File: config.mk
export PLATFORM = sky130hd
export DESIGN_NAME = xp_regfront
export DESIGN_NICKNAME = d
export VERILOG_FILES = /design/src/rtl/xp_regfront_pkg.sv /design/src/rtl/xp_addr_map.sv /design/src/rtl/xp_ptr_step.sv /design/src/rtl/xp_irq_pin.sv /design/src/rtl/xp_regfront.sv
export SDC_FILE = /design/constraint.sdc
export NUM_CORES = 1
export LEC_CHECK = 0
export BUFFER_PORTS_ARGS = -buffer_cell sky130_fd_sc_hd__buf_4
export CAP_MARGIN = 20
export CELL_PAD_IN_SITES_DETAIL_PLACEMENT = 1
export CELL_PAD_IN_SITES_GLOBAL_PLACEMENT = 2
export CORE_UTILIZATION = 25
export DETAILED_ROUTE_END_ITERATION = 10
export HOLD_SLACK_MARGIN = 0.12
export PLACE_DENSITY_LB_ADDON = 0.3
export SLEW_MARGIN = 20
export SYNTH_ARGS = -nofsm -noshare
export SYNTH_HDL_FRONTEND = slang
export SYNTH_HIERARCHICAL = 1
export SYNTH_SLANG_ARGS = --single-unit
File: constraint.sdc
create_clock -name clk -period 1.9 [get_ports clk]
set_clock_uncertainty 0.05 [all_clocks]
set_input_delay 0.38 -clock clk [delete_from_list [all_inputs] [get_ports clk]]
set_output_delay 0.38 -clock clk [all_outputs]
set_load 0.05 [all_outputs]
File: src/rtl/xp_regfront_pkg.sv
package xp_regfront_pkg;

  typedef enum logic [1:0] {
    TXN_PTR  = 2'd0,
    TXN_WR   = 2'd1,
    TXN_RD   = 2'd2,
    TXN_NOP  = 2'd3
  } txn_kind_e;

  // bit positions inside the configuration byte
  localparam int CFG_BANK_POS   = 7;
  localparam int CFG_MIRROR_POS = 6;
  localparam int CFG_HOLD_POS   = 5;
  localparam int CFG_OD_POS     = 2;
  localparam int CFG_HIGH_POS   = 1;

  typedef struct packed {
    logic bank;
    logic mirror;
    logic hold;
    logic odrain;
    logic act_high;
  } cfg_t;

endpackage

File: src/rtl/xp_addr_map.sv
module xp_addr_map #(
  parameter int PORT_REGS = 11,
  parameter int CFG_IDX   = 5,
  parameter int IDX_W     = $clog2(PORT_REGS),
  parameter int PTR_W     = IDX_W + 1
) (
  input  logic [PTR_W-1:0] ptr,
  input  logic             bank,
  output logic             hit,
  output logic             port_b,
  output logic [IDX_W-1:0] idx,
  output logic             is_cfg
);
  localparam logic [PTR_W-1:0] PAIR_LAST = PTR_W'(2 * PORT_REGS - 1);
  localparam logic [IDX_W-1:0] SEG_LAST  = IDX_W'(PORT_REGS - 1);
  localparam logic [IDX_W-1:0] CFG_SLOT  = IDX_W'(CFG_IDX);

  always_comb begin
    if (bank) begin
      port_b = ptr[PTR_W-1];
      idx    = ptr[IDX_W-1:0];
      hit    = (ptr[IDX_W-1:0] <= SEG_LAST);
    end else begin
      port_b = ptr[0];
      idx    = ptr[PTR_W-1:1];
      hit    = (ptr <= PAIR_LAST);
    end
    is_cfg = hit && (idx == CFG_SLOT);
  end
endmodule

File: src/rtl/xp_ptr_step.sv
module xp_ptr_step #(
  parameter int PORT_REGS = 11,
  parameter int IDX_W     = $clog2(PORT_REGS),
  parameter int PTR_W     = IDX_W + 1
) (
  input  logic [PTR_W-1:0] ptr,
  input  logic             bank,
  input  logic             hold,
  output logic [PTR_W-1:0] nxt
);
  localparam logic [PTR_W-1:0] PAIR_LAST = PTR_W'(2 * PORT_REGS - 1);
  localparam logic [IDX_W-1:0] SEG_LAST  = IDX_W'(PORT_REGS - 1);

  always_comb begin
    if (hold) begin
      nxt = ptr;
    end else if (!bank) begin
      nxt = (ptr == PAIR_LAST) ? '0 : ptr + 1'b1;
    end else if (ptr[IDX_W-1:0] == SEG_LAST) begin
      nxt = {ptr[PTR_W-1], {IDX_W{1'b0}}};
    end else begin
      nxt = ptr + 1'b1;
    end
  end
endmodule

File: src/rtl/xp_irq_pin.sv
module xp_irq_pin (
  input  logic lvl,
  input  logic act_high,
  input  logic odrain,
  output logic pin_o,
  output logic pin_oe
);
  always_comb begin
    if (odrain) begin
      pin_o  = 1'b0;
      pin_oe = lvl;
    end else begin
      pin_oe = 1'b1;
      pin_o  = act_high ? lvl : ~lvl;
    end
  end
endmodule

File: src/rtl/xp_regfront.sv
module xp_regfront
  import xp_regfront_pkg::*;
#(
  parameter int DATA_W    = 8,
  parameter int PORT_REGS = 11,
  parameter int CFG_IDX   = 5,
  parameter int IDX_W     = $clog2(PORT_REGS),
  parameter int PTR_W     = IDX_W + 1
) (
  input  logic              clk,
  input  logic              rst_n,
  input  logic              txn_valid,
  output logic              txn_ready,
  input  logic [1:0]        txn_kind,
  input  logic [DATA_W-1:0] txn_data,
  output logic              rsp_valid,
  input  logic              rsp_ready,
  output logic [DATA_W-1:0] rsp_data,
  output logic [IDX_W-1:0]  reg_idx,
  output logic [DATA_W-1:0] reg_wdata,
  output logic              a_wr_stb,
  output logic              a_rd_stb,
  output logic              b_wr_stb,
  output logic              b_rd_stb,
  input  logic [DATA_W-1:0] a_rdata,
  input  logic [DATA_W-1:0] b_rdata,
  input  logic              a_irq,
  input  logic              b_irq,
  output logic              int_a_o,
  output logic              int_a_oe,
  output logic              int_b_o,
  output logic              int_b_oe
);
  localparam int NPIN = 2;

  txn_kind_e        kind;
  cfg_t             cfg_q;
  logic [PTR_W-1:0] ptr_q;
  logic [PTR_W-1:0] ptr_nxt;
  logic             take, do_ptr, do_wr, do_rd;
  logic             hit, port_b, is_cfg, port_ok;
  logic [IDX_W-1:0] idx;
  logic [DATA_W-1:0] cfg_byte, rd_byte;
  logic             cfg_hold, cfg_od;

  assign kind      = txn_kind_e'(txn_kind);
  assign txn_ready = ~rsp_valid;
  assign take      = txn_valid & txn_ready;
  assign do_ptr    = take & (kind == TXN_PTR);
  assign do_wr     = take & (kind == TXN_WR);
  assign do_rd     = take & (kind == TXN_RD);
  assign cfg_hold  = cfg_q.hold;
  assign cfg_od    = cfg_q.odrain;

  xp_addr_map #(
    .PORT_REGS(PORT_REGS), .CFG_IDX(CFG_IDX), .IDX_W(IDX_W), .PTR_W(PTR_W)
  ) u_map (
    .ptr(ptr_q), .bank(cfg_q.bank), .hit(hit), .port_b(port_b),
    .idx(idx), .is_cfg(is_cfg)
  );

  xp_ptr_step #(
    .PORT_REGS(PORT_REGS), .IDX_W(IDX_W), .PTR_W(PTR_W)
  ) u_step (
    .ptr(ptr_q), .bank(cfg_q.bank), .hold(cfg_q.hold), .nxt(ptr_nxt)
  );

  // port strobes
  assign port_ok   = hit & ~is_cfg;
  assign reg_idx   = idx;
  assign reg_wdata = txn_data;
  assign a_wr_stb  = do_wr & port_ok & ~port_b;
  assign b_wr_stb  = do_wr & port_ok &  port_b;
  assign a_rd_stb  = do_rd & port_ok & ~port_b;
  assign b_rd_stb  = do_rd & port_ok &  port_b;

  // configuration byte image
  always_comb begin
    cfg_byte                 = '0;
    cfg_byte[CFG_BANK_POS]   = cfg_q.bank;
    cfg_byte[CFG_MIRROR_POS] = cfg_q.mirror;
    cfg_byte[CFG_HOLD_POS]   = cfg_q.hold;
    cfg_byte[CFG_OD_POS]     = cfg_q.odrain;
    cfg_byte[CFG_HIGH_POS]   = cfg_q.act_high;
  end

  always_comb begin
    if (!hit)        rd_byte = '0;
    else if (is_cfg) rd_byte = cfg_byte;
    else if (port_b) rd_byte = b_rdata;
    else             rd_byte = a_rdata;
  end

  // configuration register
  always_ff @(posedge clk or negedge rst_n) begin
    if (!rst_n) begin
      cfg_q <= '0;
    end else if (do_wr && is_cfg) begin
      cfg_q.bank     <= txn_data[CFG_BANK_POS];
      cfg_q.mirror   <= txn_data[CFG_MIRROR_POS];
      cfg_q.hold     <= txn_data[CFG_HOLD_POS];
      cfg_q.odrain   <= txn_data[CFG_OD_POS];
      cfg_q.act_high <= txn_data[CFG_HIGH_POS];
    end
  end

  // address pointer; the step uses the settings before this access
  always_ff @(posedge clk or negedge rst_n) begin
    if (!rst_n)              ptr_q <= '0;
    else if (do_ptr)         ptr_q <= txn_data[PTR_W-1:0];
    else if (do_wr || do_rd) ptr_q <= ptr_nxt;
  end

  // read response slot
  always_ff @(posedge clk or negedge rst_n) begin
    if (!rst_n) begin
      rsp_valid <= 1'b0;
      rsp_data  <= '0;
    end else if (do_rd) begin
      rsp_valid <= 1'b1;
      rsp_data  <= rd_byte;
    end else if (rsp_valid && rsp_ready) begin
      rsp_valid <= 1'b0;
    end
  end

  // interrupt pins
  logic [NPIN-1:0] src_irq, pin_lvl, pin_o, pin_oe;
  assign src_irq = {b_irq, a_irq};

  for (genvar g = 0; g < NPIN; g++) begin : g_pin
    assign pin_lvl[g] = src_irq[g] | (cfg_q.mirror & src_irq[NPIN-1-g]);
    xp_irq_pin u_pin (
      .lvl(pin_lvl[g]), .act_high(cfg_q.act_high), .odrain(cfg_q.odrain),
      .pin_o(pin_o[g]), .pin_oe(pin_oe[g])
    );
  end

  assign int_a_o  = pin_o[0];
  assign int_a_oe = pin_oe[0];
  assign int_b_o  = pin_o[1];
  assign int_b_oe = pin_oe[1];
endmodule

# Word level (Yosys, flattened, before mapping)
# Index checks and enable logic that the tools add are counted.
dict set report totals {
  register_bits 19
  input_bits 32
  output_inout_bits 30
  word_cells 68
}
dict set report classes {
  n_addsub 1
  magnitude_cmp 2
  n_eq_ne 7
  muxes 20
  n_bitwise 20
  n_reduce_logical 9
}
# operator n
set op_table {}
lappend op_table {{$mux W5} 6}
lappend op_table {{$mux W8} 3}
lappend op_table {{$and A1 B1 Y1} 13}
lappend op_table {{$mux W1} 10}
lappend op_table {{$add A5 B1 Y5 const B} 1}
lappend op_table {{$eq A5 B5 Y1 const B} 1}
lappend op_table {{$le A5 B5 Y1 const B} 1}
lappend op_table {{$not A1 Y1} 5}
lappend op_table {{$eq A4 B3 Y1 const B} 1}
lappend op_table {{$eq A4 B4 Y1 const B} 1}
lappend op_table {{$le A4 B4 Y1 const B} 1}
lappend op_table {{$mux W4} 1}
lappend op_table {{$reduce_bool A2 Y1} 2}
lappend op_table {{$logic_and A1 B1 Y1} 3}
lappend op_table {{$ne A3 B3 Y1 const B} 1}
lappend op_table {{$reduce_and A3 Y1} 1}
lappend op_table {{$eq A2 B1 Y1 const B} 1}
lappend op_table {{$eq A2 B2 Y1 const B} 1}
lappend op_table {{$logic_not A2 Y1} 1}
lappend op_table {{$ne A2 B1 Y1 const B} 1}
lappend op_table {{$or A1 B1 Y1} 2}
lappend op_table {{$reduce_and A2 Y1} 1}
lappend op_table {{$logic_or A1 B1 Y1} 1}

# Longest topological paths before layout
dict set report depth {
  depth_word 7
  ltp_mapped 7
  ltp_nobuf 7
}

# Cells and area by module
# The synthesis kept the hierarchy.
# module instances cells_per_inst area_per_inst_um2 seq_area_each_um2
set by_module_without_submodules {}
lappend by_module_without_submodules {xp_regfront 1 103 1119.8 475.5}
lappend by_module_without_submodules {xp_ptr_step 1 30 236.5 0.0}
lappend by_module_without_submodules {xp_addr_map 1 16 130.1 0.0}
lappend by_module_without_submodules {xp_irq_pin 2 3 18.8 0.0}

# Worst setup path before layout
# OpenSTA, ideal clock, no wires.
dict set report synth_timing {
  path_kind {register to output}
  startpoint {reg cfg_byte[7] (netlist name)}
  endpoint {out a_wr_stb}
  t_arrival_ns 1.914
  required_time_ns 1.470
  setup_slack_ns -0.444
  stages_incl_launch_ff 7
  path_buffers 1
  cell_sequence {dfrtp_1 > buf_2 > nand4b_1 > and4_1 > nor2b_1 > nand3_1 > nor2_1}
}
dict set report synth_via {
  elab_cells_between_ends 10
  cone_classes {1 x eq/ne; 3 x mux; 5 x bitwise; 1 x reduce/logical}
}
# item line_no
set synth_rtl {}
lappend synth_rtl {{$mux W1 *} xp_addr_map.sv:19} ;# if (bank) begin
lappend synth_rtl {{net hit} xp_regfront.sv:41} ;# logic hit, port_b, is_cfg, port_ok;
lappend synth_rtl {{$logic_and A1 B1 Y1} xp_addr_map.sv:28} ;# is_cfg = hit && (idx == CFG_SLOT);
lappend synth_rtl {{$not A1 Y1} xp_regfront.sv:69} ;# assign port_ok = hit & ~is_cfg;
lappend synth_rtl {{$and A1 B1 Y1 *} xp_regfront.sv:69}
lappend synth_rtl {{$and A1 B1 Y1 * (2 in series)} xp_regfront.sv:72} ;# assign a_wr_stb = do_wr & port_ok & ~port_b;
lappend synth_rtl {{to (decl)} xp_regfront.sv:21} ;# output logic a_wr_stb,
# The timed path passes the listed nets; every way through them passes the cells marked *.

# Worst setup path in the final report
dict set report layout_timing {
  startpoint {reg ptr_q[4]}
  endpoint {out a_wr_stb}
}
dict set report layout_via {
  elab_chain_cells 7
  elab_cells_between_ends 11
  cone_classes {1 x order compare; 1 x eq/ne; 3 x mux; 5 x bitwise; 1 x reduce/logical}
}
# item line_no
set layout_lines {}
lappend layout_lines {{from (decl)} xp_regfront.sv:38} ;# logic [PTR_W-1:0] ptr_q;
lappend layout_lines {{from (signal assigned)} xp_regfront.sv:110} ;# else if (do_ptr) ptr_q <= txn_data[PTR_W-1:0];
lappend layout_lines {{from (signal assigned)} xp_regfront.sv:111} ;# else if (do_wr || do_rd) ptr_q <= ptr_nxt;
lappend layout_lines {{$le A5 B5 Y1 / $mux W4 (equally long branches)} {xp_addr_map.sv:26, xp_addr_map.sv:19}}
lappend layout_lines {{$mux W1 / $eq A4 B3 Y1 (equally long branches)} {xp_addr_map.sv:19, xp_addr_map.sv:28}}
lappend layout_lines {{$logic_and A1 B1 Y1 *} xp_addr_map.sv:28}
lappend layout_lines {{net is_cfg} xp_regfront.sv:41}
lappend layout_lines {{$not A1 Y1 *} xp_regfront.sv:69}
lappend layout_lines {{$and A1 B1 Y1 *} xp_regfront.sv:69}
lappend layout_lines {{$and A1 B1 Y1 * (2 in series)} xp_regfront.sv:72}
# Marks and branches as above.

==> metrics.csv <==
metric;value;unit
fin util;0.392;
FMAX;0.464;GHz
vias in the first global route;1453;
CP Data Arrival Time;1.72;ns
crit path capture type;output pin;
Slew @ Worst Pin;0.383;ns
Worst setup SP type;flop;
clock root cell;clkbuf_8;
clock power share;0.083;
Worst-path clk slew;0.08;ns
CP required;1.47;ns
port buffer count;61;
CTS tree;built;
number of synthesized flops with an enable pin;0;
Netlist cell types;45;
RSZ-0062 raised after global routing;true;
Initial Util;0.259;
worst setup margin;-0.255;ns
outcome;finished with violations;
core box area;0.00589;sq mm
Final nets;268;
via count;1440;
Synthesized Nets;190;
Post-Route WL;4310;um
Pwr Density;1490;mW/mm^2
layout cells sized above 1;0.539;
share of power burned in registers;0.213;
Peak VDD IR;0.552;mV
Logic pwr share;0.704;
ys async rst share;1.00;
Max Cap Violations;0;
initial antenna violation count;0;
Layout Area Growth over Synthesis;51.4;%
setup TNS;-1.00;ns
total track usage;0.142;
area of the mapped netlist;0.00152;sq mm
CTS Buf Count;3;
Placed Area;0.00217;sq mm
H-Tree Depth;1;
Avg WL per Cell;14.0;um
Min-Delay Path Class;in -> reg;
initial DRC count;58;
crit path kind;reg -> out;
ys flop type;dfrtp_1;
CTS max path bufs;2;
P_sw;1.68;mW
Clock Latency Late Sink;0.26;ns
grt ovf;0;
Final Max Tran Viols;0;
final setup fails;9;
final-report hold violation count;0;
most frequent cell after synthesis;dfrtp_1;
Post-Synthesis Cells;155;
failing checks;negative setup slack;
clock sinks;19;
drt pass-1 iters;4;
Tot Pwr;3.45;mW
crit-path max FO;5;
Tmin final;2.15;ns
synth top area cells;dfrtp_1 31%, o2bb2ai_1 5.2%, buf_4 4.9%;
Post-route DRC;0;
top post-synthesis cells by count;19 x dfrtp_1, 10 x buf_4, 10 x nand2b_1, 9 x o2bb2ai_1;
Die X;80.1;um
FF+latch count, synth;19;
Routed Antenna Nets;0;
Syn Area/Cell;9.83;sq um
# IOs;62;
first-pass GRT wire length;6960;um
Die Y;80.1;um
standard-cell row count;28;
final instance area;0.00231;sq mm
area of the die;0.00641;sq mm
share of the synthesized area in the top cell type;0.312;
post-DP HPWL;3400;um
post-synthesis sequential area ratio;0.312;
cell-internal power;1.77;mW
Leak;1.08;nW
post-route clock period utilization;1.13;
Slew headroom;0.743;
post-synth top area cell;dfrtp_1;
switch share;0.487;
YS warnings;6;
n_diodes;0;
via/cell ratio;4.69;
largest net degree at the start of global routing;20;
routability cong.;0.795;
critical path, cell delays in order (launching register included):
cell,delay (ns)
dfrtp_2,0.45
or3b_4,0.41
o22ai_2,0.22
nor2b_4,0.08
nand3_4,0.11
nor2_4,0.05
buf_6,0.15
placed cells by master (no fill, tap or decap), drive strengths merged, types with 3 or more instances in the layout:
cell | synthesis | layout
a21oi | 3 | 3
a211oi | 6 | 6
clkbuf | 1 | 3
inv | 7 | 7
nand3 | 9 | 9
nand2b | 10 | 10
o22ai | 6 | 6
o21ai | 4 | 4
nor2 | 8 | 8
a2bb2oi | 4 | 4
ha | 3 | 3
mux2i | 4 | 4
buf | 14 | 87
o2bb2ai | 9 | 9
nand2 | 6 | 6
dfrtp | 19 | 19
mux2 | 9 | 9
nor2b | 9 | 9
registers in the layout, summed over array words and instances, names as in the netlist:
name,flops
cfg_byte,3
cfg_hold,1
cfg_od,1
ptr_q,5
rsp_data,8
rsp_valid,1
metrics by stage:
step | hold WS [ns] | cells | worst slack [ns]
after global placement | 0.223 | 297 | 0.000257
after global routing | 0.269 | 307 | -0.331
after detailed placement | 0.228 | 297 | -0.0311
final | 0.243 | 307 | -0.255
after floorplan | 0.0344 | 155 | -0.00855
after CTS | 0.239 | 306 | -0.263
cells by family after synthesis:
| group | count (synthesis) | synth area share |
|---|---|---|
| AOI/OAI and AO/OA | 38 | 0.197 |
| xor gates and xnor gates | 3 | 0.0172 |
| adders and majority gates | 3 | 0.0246 |
| buffers and inverters | 22 | 0.0903 |
| DFF | 19 | 0.312 |
| muxes | 13 | 0.105 |
| and+or+nand+nor | 57 | 0.254 |
repair_timing:
item	4_1_cts	5_1_grt
resized for setup	9	4
endpoints found under the hold margin	19	0
setup buffers	4	1
pin swaps	3	2
hold buffers	1	0
setup endpoints to repair	10	10
worst paths after layout:
| path | startpoint | to | slack, ns | cells past startpoint |
|---|---|---|---|---|
| min in group asynchronous | rst_n | rsp_data[3]$_DFFE_PN0P_ | 0.52 | 2 |
| worst min register to register | rsp_data[3]$_DFFE_PN0P_ | rsp_data[3]$_DFFE_PN0P_ | 0.44 | 1 |
| worst min-delay path | rsp_ready | rsp_valid$_DFFE_PN0P_ | 0.24 | 2 |
| max in group asynchronous | rst_n | ptr_q[4]$_DFFE_PN0P_ | 1.05 | 2 |
| worst max-delay path | ptr_q[4]$_DFFE_PN0P_ | a_wr_stb | -0.25 | 6 |
| worst max register to register | ptr_q[4]$_DFFE_PN0P_ | cfg_byte[7]$_DFFE_PN0P_ | -0.01 | 5 |
cell type report:
type,count,area [sq um]
inverters,7,26.3
clock buffers,3,41.3
multi-input cells,114,983
well taps,75,93.8
flip-flops and latches,19,479
repair buffers,88,678
clock inverters,1,5.00
fillers,694,3580
per-layer routing:
layer / share of wire / global-route usage / up-vias
li1: - / - / 718
met1: 0.45 / 0.182 / 677
met2: 0.48 / 0.244 / 41
met3: 0.052 / 0.0182 / 4
met4: 0.012 / 0.0518 / 0
met5: 0 / 0 / -
power groups by stage:
stage	Combinational, mW	Clock, mW	Sequential, mW
after floorplan	1.31	0	1.02
after global placement	2.31	0	0.739
after detailed placement	2.32	0	0.744
after CTS	2.41	0.299	0.736
after global routing	2.61	0.310	0.765
final	2.43	0.286	0.735
(Power assumes the default switching activity.)
